`config.mk`:
```
export PLATFORM = sky130hd
export DESIGN_NAME = hash_regif
export DESIGN_NICKNAME = d
export VERILOG_FILES = /design/src/rtl/hash_regif_pkg.sv /design/src/rtl/hash_regif_decode.sv /design/src/rtl/hash_regif_blockbank.sv /design/src/rtl/hash_regif_rdmux.sv /design/src/rtl/hash_regif.sv
export SDC_FILE = /design/constraint.sdc
export NUM_CORES = 1
export LEC_CHECK = 0
export BUFFER_PORTS_ARGS = -buffer_cell sky130_fd_sc_hd__buf_2
export CORE_AREA = 2 2 294 296
export DETAILED_ROUTE_END_ITERATION = 10
export DIE_AREA = 0 0 296 298
export MAX_ROUTING_LAYER = met4
export PLACE_DENSITY_LB_ADDON = 0.05
export SYNTH_ARGS = -nofsm -noshare
export SYNTH_HDL_FRONTEND = slang
export SYNTH_SLANG_ARGS = --single-unit
```
`constraint.sdc`:
```
create_clock -name clk -period 4.7 [get_ports clk]
set_input_delay 0.94 -clock clk [delete_from_list [all_inputs] [get_ports clk]]
set_output_delay 0.94 -clock clk [all_outputs]
set_load 0.02 [all_outputs]
```
`src/rtl/hash_regif_pkg.sv`:
```
package hash_regif_pkg;

    typedef enum logic [2:0] {
        RG_NAME0,
        RG_NAME1,
        RG_VER,
        RG_CTRL,
        RG_STAT,
        RG_BLOCK,
        RG_DIGEST,
        RG_NONE
    } region_e;

    localparam int unsigned ADR_NAME0  = 32'h00;
    localparam int unsigned ADR_NAME1  = 32'h01;
    localparam int unsigned ADR_VER    = 32'h02;
    localparam int unsigned ADR_CTRL   = 32'h08;
    localparam int unsigned ADR_STAT   = 32'h09;
    localparam int unsigned ADR_BLOCK  = 32'h10;
    localparam int unsigned ADR_DIGEST = 32'h20;

    localparam logic [31:0] ID_NAME0 = 32'h53484131;
    localparam logic [31:0] ID_NAME1 = 32'h20202020;
    localparam logic [31:0] ID_VER   = 32'h302E3530;

endpackage

```
`src/rtl/hash_regif_decode.sv`:
```
module hash_regif_decode
    import hash_regif_pkg::*;
#(
    parameter int ADDR_W       = 8,
    parameter int BLOCK_WORDS  = 16,
    parameter int DIGEST_WORDS = 5,
    parameter int IDX_W        = 4
) (
    input  logic [ADDR_W-1:0] addr_i,
    output region_e           region_o,
    output logic [IDX_W-1:0]  idx_o
);

    int unsigned a;

    always_comb begin
        a        = {{(32-ADDR_W){1'b0}}, addr_i};
        region_o = RG_NONE;
        idx_o    = '0;
        if (a == ADR_NAME0) begin
            region_o = RG_NAME0;
        end else if (a == ADR_NAME1) begin
            region_o = RG_NAME1;
        end else if (a == ADR_VER) begin
            region_o = RG_VER;
        end else if (a == ADR_CTRL) begin
            region_o = RG_CTRL;
        end else if (a == ADR_STAT) begin
            region_o = RG_STAT;
        end else if (a >= ADR_BLOCK && a < ADR_BLOCK + BLOCK_WORDS) begin
            region_o = RG_BLOCK;
            idx_o    = IDX_W'(a - ADR_BLOCK);
        end else if (a >= ADR_DIGEST && a < ADR_DIGEST + DIGEST_WORDS) begin
            region_o = RG_DIGEST;
            idx_o    = IDX_W'(a - ADR_DIGEST);
        end
    end

endmodule

```
`src/rtl/hash_regif_blockbank.sv`:
```
module hash_regif_blockbank #(
    parameter int DW    = 32,
    parameter int WORDS = 16,
    parameter int IDX_W = 4
) (
    input  logic                       clk,
    input  logic                       rst_n,
    input  logic                       wr_en_i,
    input  logic [IDX_W-1:0]           wr_idx_i,
    input  logic [DW-1:0]              wr_data_i,
    output logic [WORDS-1:0][DW-1:0]   words_o,
    output logic [WORDS*DW-1:0]        flat_o
);

    typedef struct packed {
        logic [WORDS-1:0][DW-1:0] w;
    } bank_t;

    bank_t bank_d, bank_q;

    always_comb begin
        bank_d = bank_q;
        if (wr_en_i && int'(wr_idx_i) < WORDS) begin
            bank_d.w[wr_idx_i] = wr_data_i;
        end
    end

    always_ff @(posedge clk or negedge rst_n) begin
        if (!rst_n) begin
            bank_q <= '0;
        end else begin
            bank_q <= bank_d;
        end
    end

    assign words_o = bank_q.w;

    // word 0 sits at the most significant end of the flat vector
    for (genvar g = 0; g < WORDS; g++) begin : g_flat
        assign flat_o[(WORDS-1-g)*DW +: DW] = bank_q.w[g];
    end


    block_hold_chk: assert property (@(posedge clk) disable iff (!rst_n)
        !wr_en_i |=> $stable(bank_q));


    block_write_chk: assert property (@(posedge clk) disable iff (!rst_n)
        wr_en_i |=> words_o[$past(wr_idx_i)] == $past(wr_data_i));

endmodule

```
`src/rtl/hash_regif_rdmux.sv`:
```
module hash_regif_rdmux
    import hash_regif_pkg::*;
#(
    parameter int DW           = 32,
    parameter int BLOCK_WORDS  = 16,
    parameter int DIGEST_WORDS = 5,
    parameter int IDX_W        = 4
) (
    input  region_e                         region_i,
    input  logic [IDX_W-1:0]                idx_i,
    input  logic [BLOCK_WORDS-1:0][DW-1:0]  blocks_i,
    input  logic [DIGEST_WORDS-1:0][DW-1:0] digest_i,
    input  logic                            ready_i,
    input  logic                            valid_i,
    input  logic                            init_i,
    input  logic                            next_i,
    output logic [DW-1:0]                   data_o
);

    always_comb begin
        data_o = '0;
        unique case (region_i)
            RG_NAME0: data_o = DW'(ID_NAME0);
            RG_NAME1: data_o = DW'(ID_NAME1);
            RG_VER:   data_o = DW'(ID_VER);
            RG_CTRL:  data_o = DW'({next_i, init_i});
            RG_STAT:  data_o = DW'({valid_i, ready_i});
            RG_BLOCK: begin
                if (int'(idx_i) < BLOCK_WORDS) data_o = blocks_i[idx_i];
            end
            RG_DIGEST: begin
                if (int'(idx_i) < DIGEST_WORDS) data_o = digest_i[idx_i];
            end
            default:  data_o = '0;
        endcase
    end

endmodule

```
`src/rtl/hash_regif.sv`:
```
module hash_regif
    import hash_regif_pkg::*;
#(
    parameter int DW           = 32,
    parameter int ADDR_W       = 8,
    parameter int BLOCK_WORDS  = 16,
    parameter int DIGEST_WORDS = 5
) (
    input  logic                         clk,
    input  logic                         rst_n,
    input  logic                         cs_i,
    input  logic                         we_i,
    input  logic [ADDR_W-1:0]            addr_i,
    input  logic [DW-1:0]                wdata_i,
    output logic [DW-1:0]                rdata_o,
    output logic                         err_o,
    output logic                         core_init_o,
    output logic                         core_next_o,
    output logic [BLOCK_WORDS*DW-1:0]    core_block_o,
    input  logic                         core_ready_i,
    input  logic                         core_digest_valid_i,
    input  logic [DIGEST_WORDS*DW-1:0]   core_digest_i
);

    localparam int MAX_WORDS = (BLOCK_WORDS > DIGEST_WORDS) ? BLOCK_WORDS : DIGEST_WORDS;
    localparam int IDX_W     = (MAX_WORDS > 1) ? $clog2(MAX_WORDS) : 1;

    typedef struct packed {
        logic init;
        logic next;
    } cmd_t;

    region_e                         region;
    logic [IDX_W-1:0]                idx;
    logic [BLOCK_WORDS-1:0][DW-1:0]  blk_words;
    logic [DIGEST_WORDS-1:0][DW-1:0] dig_words;
    logic [DW-1:0]                   mux_data;
    logic                            wr_ok, wr_blk, wr_ctl, rd_acc;
    cmd_t                            cmd_d, cmd_q;

    hash_regif_decode #(
        .ADDR_W       (ADDR_W),
        .BLOCK_WORDS  (BLOCK_WORDS),
        .DIGEST_WORDS (DIGEST_WORDS),
        .IDX_W        (IDX_W)
    ) u_decode (
        .addr_i   (addr_i),
        .region_o (region),
        .idx_o    (idx)
    );

    assign wr_blk = cs_i && we_i && region == RG_BLOCK;
    assign wr_ctl = cs_i && we_i && region == RG_CTRL;
    assign wr_ok  = wr_blk || wr_ctl;
    assign rd_acc = cs_i && !we_i;

    hash_regif_blockbank #(
        .DW    (DW),
        .WORDS (BLOCK_WORDS),
        .IDX_W (IDX_W)
    ) u_bank (
        .clk       (clk),
        .rst_n     (rst_n),
        .wr_en_i   (wr_blk),
        .wr_idx_i  (idx),
        .wr_data_i (wdata_i),
        .words_o   (blk_words),
        .flat_o    (core_block_o)
    );

    for (genvar g = 0; g < DIGEST_WORDS; g++) begin : g_dig
        assign dig_words[g] = core_digest_i[(DIGEST_WORDS-1-g)*DW +: DW];
    end

    hash_regif_rdmux #(
        .DW           (DW),
        .BLOCK_WORDS  (BLOCK_WORDS),
        .DIGEST_WORDS (DIGEST_WORDS),
        .IDX_W        (IDX_W)
    ) u_rdmux (
        .region_i (region),
        .idx_i    (idx),
        .blocks_i (blk_words),
        .digest_i (dig_words),
        .ready_i  (core_ready_i),
        .valid_i  (core_digest_valid_i),
        .init_i   (cmd_q.init),
        .next_i   (cmd_q.next),
        .data_o   (mux_data)
    );

    // command bits live for one cycle only
    always_comb begin
        cmd_d = '0;
        if (wr_ctl) begin
            cmd_d.init = wdata_i[0];
            cmd_d.next = wdata_i[1];
        end
    end

    always_ff @(posedge clk or negedge rst_n) begin
        if (!rst_n) begin
            cmd_q <= '0;
        end else begin
            cmd_q <= cmd_d;
        end
    end

    assign core_init_o = cmd_q.init;
    assign core_next_o = cmd_q.next;

    assign rdata_o = rd_acc ? mux_data : '0;
    assign err_o   = cs_i && ((we_i && !wr_ok) || (!we_i && region == RG_NONE));


    init_src_chk: assert property (@(posedge clk) disable iff (!rst_n)
        core_init_o |-> $past(cs_i && we_i && region == RG_CTRL && wdata_i[0]));


    next_src_chk: assert property (@(posedge clk) disable iff (!rst_n)
        core_next_o |-> $past(cs_i && we_i && region == RG_CTRL && wdata_i[1]));


    err_rd_zero_chk: assert property (@(posedge clk) disable iff (!rst_n)
        (rd_acc && err_o) |-> rdata_o == '0);


    idle_quiet_chk: assert property (@(posedge clk) disable iff (!rst_n)
        !cs_i |-> (rdata_o == '0 && !err_o));

endmodule

```
======== Word level (Yosys, flattened, before mapping) ========
Cells that the tools add are included.
W data, S select, Z words.
word-level totals
  flip-flop bits (word level) ............. 514
  output and inout port bits .............. 547
cells by class
  $add $sub $neg .......................... 2
  magnitude comparators ................... 8
  eq/ne operators ......................... 11
  multiplexer cells ....................... 25
  reduce and logical (&&, ||, !) cells .... 16
operator list
  kind                   count
  $bwmux W512            1
  $pmux W32 S7           1
  $mux W32               5
  $bmux W32 S4           1
  $demux W32 S4          1
  $bmux W32 S3           1
  $mux W4                7
  $mux W3                6
  $eq A8 B4 Y1 const B   2
  $lt A8 B6 Y1 const B   2
  $eq A3 B3 Y1 const B   4
  $logic_and A1 B1 Y1    10
  $eq A8 B1 Y1 const B   1
  $eq A8 B2 Y1 const B   1
  $ge A8 B5 Y1 const B   1
  $ge A8 B6 Y1 const B   1
  $logic_not A8 Y1       1
  $sub A4 B1 Y4 const B  2
  $eq A3 B2 Y1 const B   2
  $lt A4 B5 Y1 const B   1
  $ge A4 B1 Y1 const B   1
  $lt A4 B3 Y1 const B   1
  $lt A4 B4 Y1 const B   1
  $eq A3 B1 Y1 const B   1
  other kinds (5)        7

======== Longest topological paths before layout ========
  word-level depth ........................ 16
  mapped depth ............................ 11
  gate-level depth less buffers ........... 6

======== Modules after synthesis ========
A second synthesis with hierarchy kept.
second synthesis, totals
  cell total of the unflattened synthesis .. 2212
  area total of the unflattened synthesis .. 29229.3 µm²
modules (own cells, without submodules)
  module                instances  cells each  area an instance (µm²)
  hash_regif_blockbank  1          1646        22973.3
  hash_regif_rdmux      1          495         5718.0
  hash_regif            1          47          376.6
  hash_regif_decode     1          24          161.4

======== Worst setup path after synthesis ========
Ideal clock, no wire load.
  path kind ............................... in2out
  start ................................... in addr_i[3]
  end ..................................... out rdata_o[30]
  arrival ................................. 3.339 ns
  required time ........................... 3.760 ns
  path slack .............................. 0.421 ns
  cell stages on the path ................. 7
  path through ............................ buf_2 or4b_1 buf_2 a21oi_2 clkbuf_1 a311oi_1 o311ai_0
on the way
  word-level cells in the longest chain between the ends .. 14
ends and longest elaborated chain
  element                                       RTL line                 text
  from (decl)                                   hash_regif.sv:13         input logic [ADDR_W-1:0] addr_i,
  $ge A8 B6 Y1 or $lt A8 B6 Y1 (tied branches)  hash_regif_decode.sv:33  end else if (a >= ADR_DIGEST && a < ADR_DIGEST + DIGEST_WORDS) begin
  $logic_and A1 B1 Y1                           hash_regif_decode.sv:33
  $mux W4                                       hash_regif_decode.sv:33
  $mux W4                                       hash_regif_decode.sv:30  end else if (a >= ADR_BLOCK && a < ADR_BLOCK + BLOCK_WORDS) begin
  $mux W4                                       hash_regif_decode.sv:28  end else if (a == ADR_STAT) begin
  $mux W4                                       hash_regif_decode.sv:26  end else if (a == ADR_CTRL) begin
  $mux W4                                       hash_regif_decode.sv:24  end else if (a == ADR_VER) begin
  $mux W4                                       hash_regif_decode.sv:22  end else if (a == ADR_NAME1) begin
  $mux W4                                       hash_regif_decode.sv:20  if (a == ADR_NAME0) begin
  $bmux W32 S3                                  hash_regif_rdmux.sv:32   if (int'(idx_i) < DIGEST_WORDS) data_o = digest_i[idx_i];
  $mux W32 (implied by the code)                hash_regif_rdmux.sv:32
  $mux W32                                      hash_regif_rdmux.sv:32
  $pmux W32 S7 *                                hash_regif_rdmux.sv:22   unique case (region_i)
  $mux W32 *                                    hash_regif.sv:112        assign rdata_o = rd_acc ? mux_data : '0;
  to (decl)                                     hash_regif.sv:15         output logic [DW-1:0] rdata_o,
Mark *: on every way between the ends. The rest lies on a longest branch, timed or not. The select of a mux whose other input is x is not followed.

======== Worst setup path in the final report ========
  start ................................... in addr_i[5]
  end ..................................... out rdata_o[13]
The elaborated chain is that of the path after synthesis.

==> reports/results.ini <==
[grt]
grt_overflow = 0
grtUsageMet1_pct = 42.14
met3_usage_pct = 6.811
grt.met2_usage_pct = 55.93
top_usage_layer = met2
antenna_found_initial = 19
grt_pass1_wl_um = 203300
grt_max_degree = 97
grtUsageTotal_pct = 33.89
grt_pass1_vias = 24420

[power_and_ir_drop]
pwr_density_cell_mw_per_mm2 = 309.2
power.total_mw = 10.73
p_leak_nw = 18.24
ir_drop_mv = 0.2713

[floorplanning]
die-width_um = 296
io_pins = 753
coreArea_mm2 = 0.08488
die_area_mm2 = 0.08821
num_rows = 107
start_util_pct = 31.02
die_h_um = 298

[routing]
viasPerCell = 5.721
drt-pass1-iter-count = 8
vias = 24050
finalWirelength_um = 149300
drt-initial-drc-count = 1983
antenna_left = 0
drcViolationCount = 0
wire_per_inst_um = 35.52

[placement]
gp_congestion = 0.9430
dp_slack_ps = -356.0
port-buffer-count = 752
hpwl_um = 108800
place_area_mm2 = 0.03259

[synth]
synth_cells = 2212
yosysSeqAreaShare_pct = 48.85
synth_seq_cells = 514
ys_warn_count = 0
syn-cell-area_mm2 = 0.02633
synth-edff-count = 0
yosys.cell_types.count = 70
syn-num-nets = 2418
synth.avg_cell_area_um2 = 11.90
synthFlopType = dfrtp_1
synthArstFlopShare_pct = 100.0

[final_layout]
fin_nets = 3200
drive_above_1_share_pct = 53.29
stdcell_area_mm2 = 0.03471
area_growth_pct = 31.85

[setup_path]
worstSetupPathType = in2out
max_stage_delay_ps = 540
startpoint_type = input pin
endpoint_kind = primary output
crit_top_cell = buf_2
cp.required_ps = 3760
crit_fanout = 29
cp_cell_sequence = buf_2 -> or4b_1 -> a211oi_4 -> buf_12 -> o22ai_1 -> a2111oi_1 -> o211ai_1 -> nand3_1 -> buf_2
slowest_stage = or4b_1
critPathArrivalTime_ps = 3710

[clocking]
h-tree-depth = 2
cts_tree = done
clockBufferDepth = 3
cts_hold_buf = 0
post-cts-setup-buffers = 0
worstSkewPairLatency_ps = 640
numCtsBuffers = 60
path_clk_slew_ps = 60
ctsRootBufferMaster = clkbuf_16
cts.sinks = 514

[flow_run]
drv_cap = 0

[worst_hold_path]
hp-class = in2async

[timing]
rsz0062_at_grt = false
worstMarginPinSlew_ps = 921.7
fmax_mhz = 215.1
fin_ws_ps = 50.38
period_needed_ps = 4650
hold_viol_final = 0
finalCritPeriodShare_pct = 98.93
relSlewSlack_pct = 38.27
fin_worst_skew_ps = 0
drv_slew = 0
setup_viol = 0

[outcome]
outcome = completed

-- flip-flops by register name, indices dropped and copies added (netlist names) --
register	cells
core_init_o	1
core_next_o	1
u_bank.flat_o	512
-- cells in the final DEF, fill, tap and decap left out, types with 11 or more instances in the layout --
cell       instances
a211oi_1          13
o22ai_1          171
a221o_1           11
buf_12            31
o221ai_1          30
clkbuf_8          13
mux2i_1           78
mux2_2           518
nand3_1           34
mux2_1            25
o21ai_0           80
clkbuf_1          11
a31oi_1           13
mux4_2            20
diode_2           15
clkbuf_16         61
nor3_1            19
o211ai_1          17
clkinv_2          13
nor2_1            77
nand2_1           56
buf_2            749
nand2b_1          40
a2bb2oi_1         30
dfrtp_1          514
a21oi_1           63
nor2b_1           15
buf_4            145
-- power by group --
part / total [mW] / leakage [nW] / internal [mW] / switching [mW]
registers: 4.61 / 7.13 / 4.52 / 0.0902
logic: 1.24 / 10.1 / 0.427 / 0.815
clock network: 4.88 / 1.01 / 2.86 / 2.02
-- path summary, 6_finish.rpt --
kind                                    start            endpoint  slack [ps]  cells after the start
min reg2reg                 u_bank.flat_o[40]   u_bank.flat_o[40]         520                      1
max reg2reg                u_bank.flat_o[145]  u_bank.flat_o[145]        3740                      1
max                                 addr_i[5]         rdata_o[13]          50                      9
min in group clk            u_bank.flat_o[40]   u_bank.flat_o[40]         520                      1
min                                     rst_n  u_bank.flat_o[251]         320                      1
max in group asynchronous               rst_n  u_bank.flat_o[328]        3190                      2
-- synthesized netlist by cell type (6+ instances only) --
master     number  share of area [%]
a2111oi_0      12               0.40
a211oi_1       14               0.40
a21oi_1        65                1.2
a221o_1        11               0.42
a22oi_1        10               0.29
a2bb2oi_1      30                1.0
a31oi_1        13               0.31
and3_1          9               0.21
buf_1          26               0.37
buf_2          72                1.4
clkbuf_1      105                1.5
dfrtp_1       514                 49
mux2_1         25                1.1
mux2_2        518                 22
mux2i_1        78                3.0
mux4_2         20                1.7
nand2_1        60               0.86
nand2b_1       42                1.0
nand3_1        41               0.78
nand4_1         8               0.19
nor2_1         81                1.2
nor2b_1        15               0.36
nor3_1         23               0.44
o2111ai_1       6               0.20
o211ai_1       17               0.48
o21ai_0        83                1.6
o221ai_1       30                1.0
o22ai_1       171                4.1
o32ai_1         7               0.23
or3_1           9               0.21
-- cell type report --
cell class	count	area [um^2]
fill	8527	50170
sequential	514	12860
multi-input combinational	1484	12800
timing repair buffer	928	5499
clock buffer	85	1747
tap	1144	1431
clock inverter	27	311.5
antenna	15	37.54
inverter	6	22.52
-- cells by family (layout without fill, tap and decap cells) --
family,after synthesis,after routing,share of synthesized area [%]
xor+xnor,1,1,0.03327
simple gates,318,318,6.268
mux,641,641,27.90
other cells,0,15,0
compound gates,524,524,13.48
flops,514,514,48.85
buf+inv,214,1046,3.465
-- layer usage --
| layer | up-vias | wire [um] |
|---|---|---|
| li1 | 10030 | - |
| met1 | 12720 | 60970 |
| met2 | 1099 | 73330 |
| met3 | 201 | 10520 |
| met4 | 0 | 4483 |
| met5 | - | 0 |
-- through the flow --
stage | hold WS (ps) | setup TNS [ps] | util (%) | instances
after floorplan | 621.1 | 0 | - | 2212
after global placement | 490.4 | -286.9 | 38.40 | 4076
after detailed placement | 504.6 | -443.9 | 38.40 | 4076
after CTS | 375.0 | 0 | 40.84 | 4188
after global routing | 379.4 | 0 | 40.88 | 4198
final | 322.4 | 0 | 40.90 | 4203
-- timing repair --
item / 4_1_cts / 5_1_grt
gates resized for setup: 2 / 5
hold endpoints to repair: 0 / 0
pin swaps: 0 / 1
endpoints found under the setup margin: 2 / 4
-- critical path: cells and delay by family --
| kind | cells | cell delay, ps |
|---|---|---|
| AO/OA/AOI/OAI | 4 | 1230 |
| AND/OR/NAND/NOR | 2 | 790 |
| buffers and inverters | 3 | 650 |
Note: power is estimated with default switching activity, not from simulation.
